$ cat config.mk
export PLATFORM = sky130hd
export DESIGN_NAME = tune_sweep_ctrl
export DESIGN_NICKNAME = d
export VERILOG_FILES = /design/src/rtl/tune_pkg.sv /design/src/rtl/tune_poll.sv /design/src/rtl/tune_phase_prog.sv /design/src/rtl/tune_win_sel.sv /design/src/rtl/tune_sweep_ctrl.sv
export SDC_FILE = /design/constraint.sdc
export NUM_CORES = 1
export LEC_CHECK = 0
export ABC_AREA = 1
export BUFFER_PORTS_ARGS = -buffer_cell sky130_fd_sc_hd__buf_2
export CAP_MARGIN = 20
export CORE_ASPECT_RATIO = 2
export CORE_MARGIN = 4
export CORE_UTILIZATION = 45
export DETAILED_ROUTE_END_ITERATION = 8
export GPL_TIMING_DRIVEN = 0
export PLACE_DENSITY = 0.71
export SETUP_SLACK_MARGIN = 0.3
export SYNTH_ARGS = -nofsm -noshare
export SYNTH_HDL_FRONTEND = slang
export SYNTH_HIERARCHICAL = 1
export SYNTH_SLANG_ARGS = --single-unit
$ cat constraint.sdc
create_clock -name clk -period 20.1 [get_ports clk]
set_input_delay 0 -clock clk [delete_from_list [all_inputs] [get_ports clk]]
set_output_delay 0 -clock clk [all_outputs]
set_load 0.005 [all_outputs]
$ cat src/rtl/tune_pkg.sv
package tune_pkg;

    localparam int CFG_W    = 32;
    localparam int NPH      = 16;
    localparam int PH_W     = 4;

    // control word field positions decoded by the delay line
    localparam int B_DLL_EN  = 16;
    localparam int B_CDR_EN  = 17;
    localparam int B_CKO     = 18;
    localparam int B_CDR_EXT = 19;
    localparam int B_SEL_LO  = 20;
    localparam int B_BAND_LO = 24;
    localparam int B_PDN     = 29;
    localparam int B_RST     = 30;

    typedef enum logic [1:0] {
        TM_LEGACY = 2'd0,
        TM_HS200  = 2'd1,
        TM_SDR104 = 2'd2,
        TM_OTHER  = 2'd3
    } tmode_e;

    typedef enum logic [2:0] {
        ERR_NONE    = 3'd0,
        ERR_LOCK    = 3'd1,
        ERR_PHASE   = 3'd2,
        ERR_SELECT  = 3'd3,
        ERR_NOPASS  = 3'd4,
        ERR_TEST_TO = 3'd5
    } terr_e;

    // one read-modify-write of the control word
    typedef struct packed {
        logic             wr;
        logic [CFG_W-1:0] set;
        logic [CFG_W-1:0] clr;
    } cfg_wr_t;

    function automatic logic [PH_W-1:0] gray4(input logic [PH_W-1:0] p);
        return p ^ (p >> 1);
    endfunction

    function automatic logic [2:0] band_of(input int unsigned mhz);
        if      (mhz <= 112) return 3'd0;
        else if (mhz <= 125) return 3'd1;
        else if (mhz <= 137) return 3'd2;
        else if (mhz <= 150) return 3'd3;
        else if (mhz <= 162) return 3'd4;
        else if (mhz <= 175) return 3'd5;
        else if (mhz <= 187) return 3'd6;
        else if (mhz <= 200) return 3'd7;
        else                 return 3'd0;
    endfunction

endpackage

$ cat src/rtl/tune_poll.sv
module tune_poll #(
    parameter int INTERVAL = 50,
    parameter int LIMIT    = 50
) (
    input  logic clk,
    input  logic rst,
    input  logic start,
    input  logic cond,
    output logic ok,
    output logic tmo
);
    localparam int IW = (INTERVAL > 1) ? $clog2(INTERVAL + 1) : 1;
    localparam int LW = $clog2(LIMIT + 1);

    logic          active;
    logic [IW-1:0] wait_q;
    logic [LW-1:0] left_q;

    always_ff @(posedge clk) begin
        if (rst) begin
            active <= 1'b0;
            wait_q <= '0;
            left_q <= '0;
            ok     <= 1'b0;
            tmo    <= 1'b0;
        end else begin
            ok  <= 1'b0;
            tmo <= 1'b0;
            if (start) begin
                active <= 1'b1;
                wait_q <= '0;
                left_q <= LW'(LIMIT);
            end else if (active) begin
                if (wait_q != '0) begin
                    wait_q <= wait_q - 1'b1;
                end else if (cond) begin
                    ok     <= 1'b1;
                    active <= 1'b0;
                end else if (left_q <= LW'(1)) begin
                    tmo    <= 1'b1;
                    active <= 1'b0;
                end else begin
                    left_q <= left_q - 1'b1;
                    wait_q <= IW'(INTERVAL - 1);
                end
            end
        end
    end

    // success only follows an observed condition
    p_ok_needs_cond_r4: assert property (@(posedge clk) disable iff (rst)
        ok |-> $past(cond));

endmodule

$ cat src/rtl/tune_phase_prog.sv
module tune_phase_prog
    import tune_pkg::*;
#(
    parameter int POLL_CYCLES = 50,
    parameter int POLL_LIMIT  = 50
) (
    input  logic            clk,
    input  logic            rst,
    input  logic            start,
    input  logic [PH_W-1:0] phase,
    input  logic            ckout_stat,
    output cfg_wr_t         wr,
    output logic            done,
    output logic            err
);
    typedef enum logic [3:0] {
        P_IDLE, P_QUIESCE, P_POLL_LO, P_WAIT_LO, P_SEL,
        P_CKO, P_POLL_HI, P_WAIT_HI, P_LOCKIN
    } pstate_e;

    pstate_e         st;
    logic [PH_W-1:0] ph_q;
    logic            poll_ok, poll_tmo, poll_cond, poll_start;

    assign poll_start = (st == P_POLL_LO) || (st == P_POLL_HI);
    assign poll_cond  = (st == P_WAIT_HI) ? ckout_stat : !ckout_stat;

    tune_poll #(.INTERVAL(POLL_CYCLES), .LIMIT(POLL_LIMIT)) u_poll (
        .clk(clk), .rst(rst), .start(poll_start), .cond(poll_cond),
        .ok(poll_ok), .tmo(poll_tmo)
    );

    always_comb begin
        wr = '0;
        case (st)
            P_QUIESCE: begin
                wr.wr = 1'b1;
                wr.clr[B_CDR_EN]  = 1'b1;
                wr.clr[B_CKO]     = 1'b1;
                wr.set[B_CDR_EXT] = 1'b1;
                wr.set[B_DLL_EN]  = 1'b1;
            end
            P_SEL: begin
                wr.wr = 1'b1;
                wr.clr[B_SEL_LO +: PH_W] = '1;
                wr.set[B_SEL_LO +: PH_W] = gray4(ph_q);
            end
            P_CKO: begin
                wr.wr = 1'b1;
                wr.set[B_CKO] = 1'b1;
            end
            P_LOCKIN: begin
                wr.wr = 1'b1;
                wr.set[B_CDR_EN]  = 1'b1;
                wr.clr[B_CDR_EXT] = 1'b1;
            end
            default: wr = '0;
        endcase
    end

    always_ff @(posedge clk) begin
        if (rst) begin
            st   <= P_IDLE;
            ph_q <= '0;
            done <= 1'b0;
            err  <= 1'b0;
        end else begin
            done <= 1'b0;
            err  <= 1'b0;
            case (st)
                P_IDLE:    if (start) begin ph_q <= phase; st <= P_QUIESCE; end
                P_QUIESCE: st <= P_POLL_LO;
                P_POLL_LO: st <= P_WAIT_LO;
                P_WAIT_LO: begin
                    if (poll_ok)  st <= P_SEL;
                    if (poll_tmo) begin done <= 1'b1; err <= 1'b1; st <= P_IDLE; end
                end
                P_SEL:     st <= P_CKO;
                P_CKO:     st <= P_POLL_HI;
                P_POLL_HI: st <= P_WAIT_HI;
                P_WAIT_HI: begin
                    if (poll_ok)  st <= P_LOCKIN;
                    if (poll_tmo) begin done <= 1'b1; err <= 1'b1; st <= P_IDLE; end
                end
                P_LOCKIN:  begin done <= 1'b1; st <= P_IDLE; end
                default:   st <= P_IDLE;
            endcase
        end
    end

    // a clean finish requires the output-enable status to have been seen high
    p_finish_after_hi_r6: assert property (@(posedge clk) disable iff (rst)
        (done && !err) |-> $past(st == P_LOCKIN));

endmodule

$ cat src/rtl/tune_win_sel.sv
module tune_win_sel
    import tune_pkg::*;
(
    input  logic            clk,
    input  logic            rst,
    input  logic            start,
    input  logic [NPH-1:0]  mask_i,
    output logic            done,
    output logic            err,
    output logic [PH_W-1:0] phase_o
);
    localparam int LW = PH_W + 1;

    logic [NPH:0]    ext;
    logic [LW-1:0]   lead_c, run_len_c, len_c, best_len_c;
    logic [PH_W-1:0] run_start_c, best_start_c, idx_c, pick_c;
    logic [LW+1:0]   prod_c;
    logic            stop_c, wrap_c;

    assign ext = {1'b0, mask_i};

    always_comb begin
        lead_c = '0;
        stop_c = 1'b0;
        for (int i = 0; i < NPH; i++) begin
            if (mask_i[i] && !stop_c) lead_c = lead_c + 1'b1;
            else                       stop_c = 1'b1;
        end
        wrap_c       = mask_i[0] && mask_i[NPH-1] && (mask_i != '1);
        run_len_c    = '0;
        run_start_c  = '0;
        len_c        = '0;
        best_len_c   = '0;
        best_start_c = '0;
        for (int i = 0; i < NPH; i++) begin
            if (mask_i[i]) begin
                if (run_len_c == '0) run_start_c = PH_W'(i);
                run_len_c = run_len_c + 1'b1;
                if (!ext[i+1]) begin
                    len_c = run_len_c;
                    if (wrap_c && run_start_c == '0) len_c = '0;
                    if (wrap_c && i == NPH-1)        len_c = run_len_c + lead_c;
                    if (len_c > best_len_c) begin
                        best_len_c   = len_c;
                        best_start_c = run_start_c;
                    end
                    run_len_c = '0;
                end
            end
        end
        prod_c = (LW+2)'(best_len_c) * (LW+2)'(3);
        idx_c  = PH_W'(prod_c >> 2);
        if (idx_c != '0) idx_c = idx_c - 1'b1;
        pick_c = best_start_c + idx_c;
    end

    always_ff @(posedge clk) begin
        if (rst) begin
            done    <= 1'b0;
            err     <= 1'b0;
            phase_o <= '0;
        end else begin
            done <= start;
            if (start) begin
                err     <= (mask_i == '0);
                phase_o <= pick_c;
            end
        end
    end

    // a chosen phase always lies on a passing phase
    p_pick_in_mask_r7: assert property (@(posedge clk) disable iff (rst)
        (done && !err) |-> mask_i[phase_o]);

endmodule

$ cat src/rtl/tune_sweep_ctrl.sv
module tune_sweep_ctrl
    import tune_pkg::*;
#(
    parameter int FREQ_W      = 9,
    parameter int GATE_MHZ    = 100,
    parameter int POLL_CYCLES = 50,
    parameter int POLL_LIMIT  = 50,
    parameter int MAX_TRIES   = 3,
    parameter int TEST_WDOG   = 100000
) (
    input  logic              clk,
    input  logic              rst,
    input  logic              start,
    input  logic [FREQ_W-1:0] bus_mhz,
    input  logic [1:0]        timing_mode,
    input  logic              dll_lock,
    input  logic              ckout_stat,
    input  logic              test_done,
    input  logic              test_pass,
    output logic              test_req,
    output logic [31:0]       dll_cfg,
    output logic              clk_pwrsave,
    output logic              busy,
    output logic              done,
    output logic [2:0]        err_code,
    output logic [3:0]        tuned_phase,
    output logic [15:0]       pass_mask
);
    localparam int TW = $clog2(MAX_TRIES + 1);
    localparam int WW = (TEST_WDOG > 1) ? $clog2(TEST_WDOG + 1) : 1;

    typedef enum logic [4:0] {
        T_IDLE, T_PS, T_RST, T_PDN, T_BAND, T_URST, T_UPDN, T_EN, T_CKO,
        T_LOCK_POLL, T_LOCK_WAIT, T_PROG, T_PROG_WAIT, T_REQ, T_RESP,
        T_SEL, T_SEL_WAIT, T_FIN_PROG, T_FIN_WAIT
    } tstate_e;

    tstate_e         st;
    logic [CFG_W-1:0] cfg_q;
    logic            pwrsave_q, done_q;
    terr_e           err_q;
    logic [2:0]      band_q;
    logic [PH_W-1:0] phase_q, tuned_q;
    logic [NPH-1:0]  mask_q, mask_nx;
    logic [TW-1:0]   tries_q;
    logic [WW-1:0]   wdog_q;
    tmode_e          mode;

    cfg_wr_t         top_wr, prog_wr, apply_wr;
    logic            lock_ok, lock_tmo;
    logic            prog_start, prog_done, prog_err;
    logic            sel_done, sel_err;
    logic [PH_W-1:0] sel_phase;
    logic            need_tune;

    assign mode      = tmode_e'(timing_mode);
    assign need_tune = (bus_mhz > FREQ_W'(GATE_MHZ)) &&
                       (mode == TM_HS200 || mode == TM_SDR104);
    assign mask_nx   = mask_q | (NPH'(test_pass) << phase_q);

    tune_poll #(.INTERVAL(POLL_CYCLES), .LIMIT(POLL_LIMIT)) u_lock_poll (
        .clk(clk), .rst(rst), .start(st == T_LOCK_POLL), .cond(dll_lock),
        .ok(lock_ok), .tmo(lock_tmo)
    );

    assign prog_start = (st == T_PROG) || (st == T_FIN_PROG);

    tune_phase_prog #(.POLL_CYCLES(POLL_CYCLES), .POLL_LIMIT(POLL_LIMIT)) u_prog (
        .clk(clk), .rst(rst), .start(prog_start),
        .phase((st == T_FIN_PROG) ? tuned_q : phase_q),
        .ckout_stat(ckout_stat), .wr(prog_wr), .done(prog_done), .err(prog_err)
    );

    tune_win_sel u_sel (
        .clk(clk), .rst(rst), .start(st == T_SEL), .mask_i(mask_q),
        .done(sel_done), .err(sel_err), .phase_o(sel_phase)
    );

    // initialisation writes, one field change per cycle
    always_comb begin
        top_wr = '0;
        case (st)
            T_RST:  begin top_wr.wr = 1'b1; top_wr.set[B_RST] = 1'b1; end
            T_PDN:  begin top_wr.wr = 1'b1; top_wr.set[B_PDN] = 1'b1; end
            T_BAND: begin
                top_wr.wr = 1'b1;
                top_wr.clr[B_BAND_LO +: 3] = '1;
                top_wr.set[B_BAND_LO +: 3] = band_q;
            end
            T_URST: begin top_wr.wr = 1'b1; top_wr.clr[B_RST]    = 1'b1; end
            T_UPDN: begin top_wr.wr = 1'b1; top_wr.clr[B_PDN]    = 1'b1; end
            T_EN:   begin top_wr.wr = 1'b1; top_wr.set[B_DLL_EN] = 1'b1; end
            T_CKO:  begin top_wr.wr = 1'b1; top_wr.set[B_CKO]    = 1'b1; end
            default: top_wr = '0;
        endcase
        apply_wr = prog_wr.wr ? prog_wr : top_wr;
    end

    always_ff @(posedge clk) begin
        if (rst)              cfg_q <= '0;
        else if (apply_wr.wr) cfg_q <= (cfg_q & ~apply_wr.clr) | apply_wr.set;
    end

    always_ff @(posedge clk) begin
        if (rst) begin
            st        <= T_IDLE;
            pwrsave_q <= 1'b1;
            done_q    <= 1'b0;
            err_q     <= ERR_NONE;
            band_q    <= '0;
            phase_q   <= '0;
            tuned_q   <= '0;
            mask_q    <= '0;
            tries_q   <= '0;
            wdog_q    <= '0;
        end else begin
            done_q <= 1'b0;
            case (st)
                T_IDLE: if (start) begin
                    band_q  <= band_of(int'(bus_mhz));
                    tries_q <= '0;
                    if (need_tune) begin
                        st <= T_PS;
                    end else begin
                        done_q <= 1'b1;
                        err_q  <= ERR_NONE;
                    end
                end
                T_PS: begin
                    pwrsave_q <= 1'b0;
                    mask_q    <= '0;
                    phase_q   <= '0;
                    st        <= T_RST;
                end
                T_RST:       st <= T_PDN;
                T_PDN:       st <= T_BAND;
                T_BAND:      st <= T_URST;
                T_URST:      st <= T_UPDN;
                T_UPDN:      st <= T_EN;
                T_EN:        st <= T_CKO;
                T_CKO:       st <= T_LOCK_POLL;
                T_LOCK_POLL: st <= T_LOCK_WAIT;
                T_LOCK_WAIT: begin
                    if (lock_ok) st <= T_PROG;
                    if (lock_tmo) begin
                        done_q <= 1'b1; err_q <= ERR_LOCK; st <= T_IDLE;
                    end
                end
                T_PROG:      st <= T_PROG_WAIT;
                T_PROG_WAIT: if (prog_done) begin
                    if (prog_err) begin
                        done_q <= 1'b1; err_q <= ERR_PHASE; st <= T_IDLE;
                    end else begin
                        st <= T_REQ;
                    end
                end
                T_REQ: begin
                    wdog_q <= '0;
                    st     <= T_RESP;
                end
                T_RESP: begin
                    if (test_done) begin
                        mask_q <= mask_nx;
                        if (phase_q != PH_W'(NPH-1)) begin
                            phase_q <= phase_q + 1'b1;
                            st      <= T_PROG;
                        end else if (mask_nx != '0) begin
                            st <= T_SEL;
                        end else if (tries_q + 1'b1 < TW'(MAX_TRIES)) begin
                            tries_q <= tries_q + 1'b1;
                            st      <= T_PS;
                        end else begin
                            done_q <= 1'b1; err_q <= ERR_NOPASS; st <= T_IDLE;
                        end
                    end else if (TEST_WDOG > 0) begin
                        if (wdog_q == WW'(TEST_WDOG - 1)) begin
                            done_q <= 1'b1; err_q <= ERR_TEST_TO; st <= T_IDLE;
                        end else begin
                            wdog_q <= wdog_q + 1'b1;
                        end
                    end
                end
                T_SEL:      st <= T_SEL_WAIT;
                T_SEL_WAIT: if (sel_done) begin
                    if (sel_err) begin
                        done_q <= 1'b1; err_q <= ERR_SELECT; st <= T_IDLE;
                    end else begin
                        tuned_q <= sel_phase;
                        st      <= T_FIN_PROG;
                    end
                end
                T_FIN_PROG: st <= T_FIN_WAIT;
                T_FIN_WAIT: if (prog_done) begin
                    done_q <= 1'b1;
                    err_q  <= prog_err ? ERR_PHASE : ERR_NONE;
                    st     <= T_IDLE;
                end
                default: st <= T_IDLE;
            endcase
        end
    end

    assign test_req    = (st == T_REQ);
    assign dll_cfg     = cfg_q;
    assign clk_pwrsave = pwrsave_q;
    assign busy        = (st != T_IDLE);
    assign done        = done_q;
    assign err_code    = err_q;
    assign tuned_phase = tuned_q;
    assign pass_mask   = mask_q;

    // power-down is raised only while reset is held
    p_pdn_under_rst_r2: assert property (@(posedge clk) disable iff (rst)
        $rose(dll_cfg[B_PDN]) |-> dll_cfg[B_RST]);
    // reset is released while power-down still holds
    p_rst_release_r2: assert property (@(posedge clk) disable iff (rst)
        $fell(dll_cfg[B_RST]) |-> dll_cfg[B_PDN]);
    // request is a single-cycle pulse
    p_req_pulse_r5: assert property (@(posedge clk) disable iff (rst)
        test_req |=> !test_req);
    // requests only with the sampling clock running and power-save off
    p_req_clock_on_r5: assert property (@(posedge clk) disable iff (rst)
        test_req |-> (dll_cfg[B_CKO] && dll_cfg[B_CDR_EN] && !dll_cfg[B_CDR_EXT] && !clk_pwrsave));
    // end-of-run is a single-cycle pulse
    p_done_pulse_r9: assert property (@(posedge clk) disable iff (rst)
        done |=> !done);

endmodule

# Word-level counts from Yosys, hierarchy flattened
# Index checks and enable logic that the tools add are counted.
[op_classes] n_addsub=40 n_mul=1 div=0 order_cmp=28 n_eq_ne=65 shifts=1 muxes=373 n_bitwise=15 reduce_logical=123
[ops] operator="two-way mux 5 bit" count=148
[ops] operator="two-way mux 4 bit" count=107
[ops] operator="adder 5 x 1 -> 5 bit (second input constant)" count=30
[ops] operator="two-way mux 6 bit" count=16
[ops] operator="one-hot mux 5 bit (19 select lines)" count=1
[ops] operator="zero test 5 bit" count=16
[ops] operator="> comparator 5 bit" count=15
[ops] operator="two-way mux 3 bit" count=23
[ops] operator="zero test 4 bit" count=17
[ops] operator="two-way mux 65 bit" count=1
[ops] operator="two-way mux 1 bit" count=59
[ops] operator="less-or-equal comparator 9 x 8 -> 1 bit (second input constant)" count=6
[ops] operator="== test 5 x 4 -> 1 bit (second input constant)" count=8
[ops] operator="logical AND 1 bit" count=34
[ops] operator="two-way mux 17 bit" count=2
[ops] operator="one-hot mux 17 bit (2 select lines)" count=1
[ops] operator="bitwise AND 32 bit" count=1
[ops] operator="inverter 32 bit" count=1
[ops] operator="OR 32 bit" count=1
[ops] operator="one-hot mux 16 bit (2 select lines)" count=1
[ops] operator="one-hot mux 4 bit (8 select lines)" count=1
[ops] operator="!= test 2 bit (second input constant)" count=14
[ops] operator="!= test 2 x 1 -> 1 bit (second input constant)" count=13
[ops] operator="subtractor 6 x 1 -> 6 bit (second input constant)" count=4
[ops] operator="56 further kinds" count=126
[word_totals] regBits=134 latchBits=0 ramBits=0 mem_bits_ro=0 in_bits=18 word_cells=676 n_memories=0

# Depth between registers and ports, before layout
[logic_depth] ltp_word=73 ltp_mapped=168

# Modules after synthesis
# The synthesis kept the hierarchy.
[by_module_without_submodules] mod="tune_win_sel" instances=1 cells_per_inst=1338 area_per_inst_um2=7714.9 seq_area_each_um2=120.1
[by_module_without_submodules] mod="tune_sweep_ctrl" instances=1 cells_per_inst=774 area_per_inst_um2=4884.7 seq_area_each_um2=1761.7
[by_module_without_submodules] mod="tune_poll" instances=2 cells_per_inst=113 area_per_inst_um2=825.8 seq_area_each_um2=300.3
[by_module_without_submodules] mod="tune_phase_prog" instances=1 cells_per_inst=137 area_per_inst_um2=975.9 seq_area_each_um2=200.2

# Worst setup path after synthesis
# No wires, ideal clock.
[synth_timing] kind="reg-to-reg" start="register mask_q[5], in the netlist pass_mask[5]" end="register u_sel.phase_o[3]" t_arrival_ps=20824 t_required_ps=19991 path_slack_ps=-832 stages_incl_launch_ff=159 cell_sequence="dfxtp_1 > nand2_2 > nor3_4 > nand2_2 > inv_2 > nand2_2 > nor2_8 > nand4_2 > nand3_2 > buf_6 > nand3_1 > ha_1 > inv_1 > nor2_1 > o21ai_0 > nor3_1 > nand2_1 > nand2_1 > [... 123 more ...] > nand2_2 > inv_1 > fa_1 > xor2_1 > inv_1 > ha_1 > nand3_2 > nor2_1 > a21oi_1 > ha_1 > a21o_1 > a21oi_1 > xnor2_1 > inv_1 > nand2_1 > nand3_1 > nand2_1 > inv_1"
[synth_between] elab_chain_cells=73 elab_cells_between_ends=321 classes_between="add/sub (24); mul (1); order compare (16); eq/ne (1); mux (218); reduce/logical (61)"
[synth_lines] element="start: declaration" line_no="tune_sweep_ctrl.sv:44" rtl="logic [NPH-1:0] mask_q, mask_nx;"
[synth_lines] element="start signal: assignment" line_no="tune_sweep_ctrl.sv:163" rtl="mask_q <= mask_nx;"
[synth_lines] element="!= test 16 bit" line_no="tune_win_sel.sv:29" rtl="wrap_c = mask_i[0] && mask_i[NPH-1] && (mask_i != '1);"
[synth_lines] element="logical AND 1 bit" line_no="tune_win_sel.sv:29"
[synth_lines] element="logical AND 1 bit" line_no="tune_win_sel.sv:41" rtl="if (wrap_c && run_start_c == '0) len_c = '0;"
[synth_lines] element="two-way mux 1 bit" line_no="tune_win_sel.sv:41"
[synth_lines] element="two-way mux 5 bit" line_no="tune_win_sel.sv:39" rtl="if (!ext[i+1]) begin"
[synth_lines] element="two-way mux 5 bit" line_no="tune_win_sel.sv:36" rtl="if (mask_i[i]) begin"
[synth_lines] element="> comparator 5 x 1 -> 1 bit" line_no="tune_win_sel.sv:43" rtl="if (len_c > best_len_c) begin"
[synth_lines] element="two-way mux 5 bit" line_no="tune_win_sel.sv:43"
[synth_lines] element="[... 57 more ...]"
[synth_lines] element="two-way mux 5 bit" line_no="tune_win_sel.sv:36"
[synth_lines] element="> comparator 5 bit" line_no="tune_win_sel.sv:43"
[synth_lines] element="two-way mux 5 bit" line_no="tune_win_sel.sv:43"
[synth_lines] element="two-way mux 5 bit" line_no="tune_win_sel.sv:36"
[synth_lines] element="multiplier 5 x 2 -> 6 bit" line_no="tune_win_sel.sv:51" rtl="prod_c = (LW+2)'(best_len_c) * (LW+2)'(3);"
[synth_lines] element="subtractor 4 x 1 -> 4 bit or nonzero test 4 bit (tied branches)" line_no="tune_win_sel.sv:53" rtl="if (idx_c != '0) idx_c = idx_c - 1'b1;"
[synth_lines] element="two-way mux 4 bit" line_no="tune_win_sel.sv:53"
[synth_lines] element="adder 4 bit *" line_no="tune_win_sel.sv:54" rtl="pick_c = best_start_c + idx_c;"
[synth_lines] element="end signal: assignment" line_no="tune_win_sel.sv:66" rtl="phase_o <= pick_c;"
[synth_lines] element="end: declaration" line_no="tune_win_sel.sv:10" rtl="output logic [PH_W-1:0] phase_o"
# Mark *: on every way between the ends. The rest lies on a longest branch, timed or not. The select of a mux whose other input is x is not followed.
# A chain may end at the register's enable or synchronous reset.

# Worst setup path after layout
[layout_timing] start="register mask_q[3], in the netlist pass_mask[3]" end="register u_sel.phase_o[3]"
# The elaborated chain is that of the path after synthesis.

==> results.toml <==
[sta]
finalClockSkew_ns = 0.0116
finalCritPeriodShare_pct = 99.2
worstMarginPinSlew_ns = 0.780
fmax_mhz = 50.1
slew_violations = 0
hold_viol = 0
rsz0062_at_grt = "yes"
min_period_ns = 19.95
relSlewSlack_pct = 48.0
finalSetupTns_ns = 0
setup_viol = 0

[drt]
routed_via_density = 5.30
wl_per_cell_um = 15.3
ant_nets = 0
dr.pass1.iters = 5
vias = 17000
drtIter0Drc = 886
drcViolationCount = 0
wl_um = 49100

[worst_hold_path]
hp-start = "start"
worst_hold_path_type = "input pin to flop"

[clocking]
numCtsBuffers = 17
cts.htree.levels = 4
cts_root_buf = "clkbuf_16"
clk_latency_ns = 0.42
path_clk_slew_ns = 0.06
clockBufferDepth = 2
cts_tree = "done"
cts_sinks = 134

[global_route]
grt_first_pass_wirelength_um = 77500
grtUsageMet3_pct = 2.81
grt_max_degree = 20
grt_overflow = 0
grtUsageTotal_pct = 25.0
busiest_layer = "met2"
use_met1_pct = 20.6
grt_pass1_vias = 17200
met2_usage_pct = 52.6
grt_antenna_before_repair = 0

[place]
gp_congestion = 0.956
postPlaceCellArea_um2 = 16400
hpwl_um = 37600
port_buffers = 75

[yosys]
syn_area_um2 = 15200
ys_ff_latch = 134
yosys.area_share.adder_pct = 10.5
synth_edf_count = 0
synthArstFlopShare_pct = 0
synth.area.mux_share_pct = 0.296
seq_area_frac_synth_pct = 17.6
post_synth_xor_area_fraction_pct = 1.90
synth_top_family_by_area = "simple AND/OR/NAND/NOR gates"
synth_common_cells = "nand2_1, inv_1, nor2_1"
synth-simple-area-share_pct = 43.9
synth_cell_type_count = 66
yosysTopAreaCellShare_pct = 17.6
synth_ff_type = "dfxtp_1"
yosysWarnings = 6
synth-compound-area-share_pct = 11.4
synth_area_leader_cell = "dfxtp_1"
synthCells = 2475
syn_area_per_cell_um2 = 6.15
synth.most_common_cell = "nand2_1"
ys_top_cells_by_area = "dfxtp_1, nand2_1, ha_1"

[final_layout]
final_util_pct = 58.7
drive_gt1_share_pct = 28.6
num-fill-cells = 3175
postLayoutCellArea_um2 = 19700
area_delta_synth_final_pct = 29.2
num_antenna_cells = 0
fin_nets = 2914

[pwr]
p_leak_nw = 9.96
clkPwrFrac_pct = 37.6
switchingPower_w = 0.000236
peakVddDrop_mv = 0.0831
p_comb_share_pct = 22.6
pwr-share-seq_pct = 39.9
swShare_pct = 31.1
p_int_w = 0.000521
power_density_nw_per_um2 = 38.5

[run_status]
status = "completed"

[critical_path]
critPathKind = "flop to flop"
cp-end-kind = "flop"
cpPeakStageDelay_ns = 0.44
path_max_fanout = 7
setup.worst_path.start = "pass_mask[3]$_SDFFE_PP0P_"
r2r_start = "pass_mask[3]$_SDFFE_PP0P_"
rrSetupSlack_ns = 0.15
cp-start-kind = "flop"
arrival_ns = 20.27
worstPathRequired_ns = 20.42
crit_path_frequent_cell = "inv_2"
crit_slowest_cell = "fa_2"

[floorplanning]
die-area_um2 = 37000
die_y_um = 268
die_x_um = 138
core_um2 = 33500
start_util_pct = 45.4
io_pins = 77
row_count = 95

[flow_run]
max-cap-violations = 0
## flip-flops by register name, indices dropped and copies added, names as in the netlist, 2 cells and up
| name | count |
|---|---|
| band_q | 3 |
| dll_cfg | 32 |
| err_code | 3 |
| pass_mask | 16 |
| phase_q | 4 |
| st | 5 |
| tries_q | 2 |
| tuned_phase | 4 |
| u_lock_poll/left_q | 6 |
| u_lock_poll/wait_q | 6 |
| u_prog/ph_q | 4 |
| u_prog/st | 4 |
| u_prog/u_poll/left_q | 6 |
| u_prog/u_poll/wait_q | 6 |
| u_sel/phase_o | 4 |
| wdog_q | 17 |
## worst max-delay path: cells and delay by family (launching register included)
family	cells	cell delay (ns)
and+or+nand+nor	68	6.15
buffers and inverters	56	5.72
adders and majority gates	15	3.86
AOI/OAI and AO/OA	24	3.28
xor gates and xnor gates	2	0.38
DFF	1	0.35
## path summary, 6_finish.rpt
kind	to	depth (start not counted)
worst max-delay path	u_sel/phase_o[3]$_SDFFE_PP0P_	165
worst min-delay path	band_q[2]$_SDFFE_PP0P_	5
worst max register to register	u_sel/phase_o[3]$_SDFFE_PP0P_	165
worst min register to register	clk_pwrsave$_SDFFE_PP1P_	2
## power groups by stage
stage	sequential, W	combinational, W	clock [W]
3_5_place_dp	0.000308	0.000169	0
4_1_cts	0.000302	0.000171	0.000291
2_1_floorplan	0.000306	0.000116	0
5_1_grt	0.000305	0.000193	0.000302
3_3_place_gp	0.000307	0.000166	0
6_report	0.000302	0.000171	0.000284
## cells in the final DEF, fill, tap and decap left out, types with 10 or more instances in the layout
cell	synthesis	routed
nand3_2	35	45
dfxtp_1	134	125
nor2_4	16	22
nor3_1	28	23
nand4_1	51	51
ha_1	123	83
nand3b_1	13	13
xnor2_1	11	10
inv_1	353	322
buf_2	13	86
clkbuf_1	22	21
conb_1	2	52
buf_4	61	193
o21ai_2	0	12
ha_4	0	38
nor2_1	223	213
nand2_1	648	588
xor2_1	22	20
o21ai_0	64	55
a21oi_2	2	13
clkbuf_16	0	18
a21oi_1	150	137
nand2_4	24	52
buf_6	6	20
nand2_2	50	80
o21ai_1	36	14
nand3_4	7	13
o21ai_4	0	19
nand3_1	200	184
nor2_2	26	30
inv_2	44	65
## kinds of logic after synthesis
group	after synthesis
and+or+nand+nor	1365
buffers and inverters	503
AOI/OAI and AO/OA	308
DFF	134
adders and majority gates	126
xor gates and xnor gates	33
muxes	4
other	2
## timing repair
item                                    CTS  global route
endpoints found under the setup margin    4             4
hold buffers                              4             0
buffers inserted                        117            30
endpoints found under the hold margin    15             0
pin swaps                               120           114
resized for setup                       240           123
## cell type report
class                           instances  area (µm²)  area share, %
Buffer                                103         766           3.89
Clock buffer                           23         468           2.38
Clock inverter                          5        52.6          0.267
Inverter                              400        1550           7.89
Multi-Input combinational cell       1888       12000           61.0
Sequential cell                       134        2710           13.8
Tap cell                              436         546           2.77
Timing Repair Buffer                  226        1580           8.01
## metal layers
layer  vias up  part of all wire, %
met3       217                  3.0
met1      7875                   32
li1       8476                    -
met4         0                  7.4
met5         -                    0
met2       471                   57
## through the flow
step	setup WS, ns	cells	hold slack [ns]	total power (W)
floorplan	0.308	2525	0.0691	0.000423
global placement	-3.94	3036	0.203	0.000473
detailed placement	-4.61	3036	0.200	0.000477
CTS	0.288	3185	0.0421	0.000763
global route	-0.876	3215	0.101	0.000799
finish	0.152	3215	0.0681	0.000757
Power figures use the tool's default switching activity.
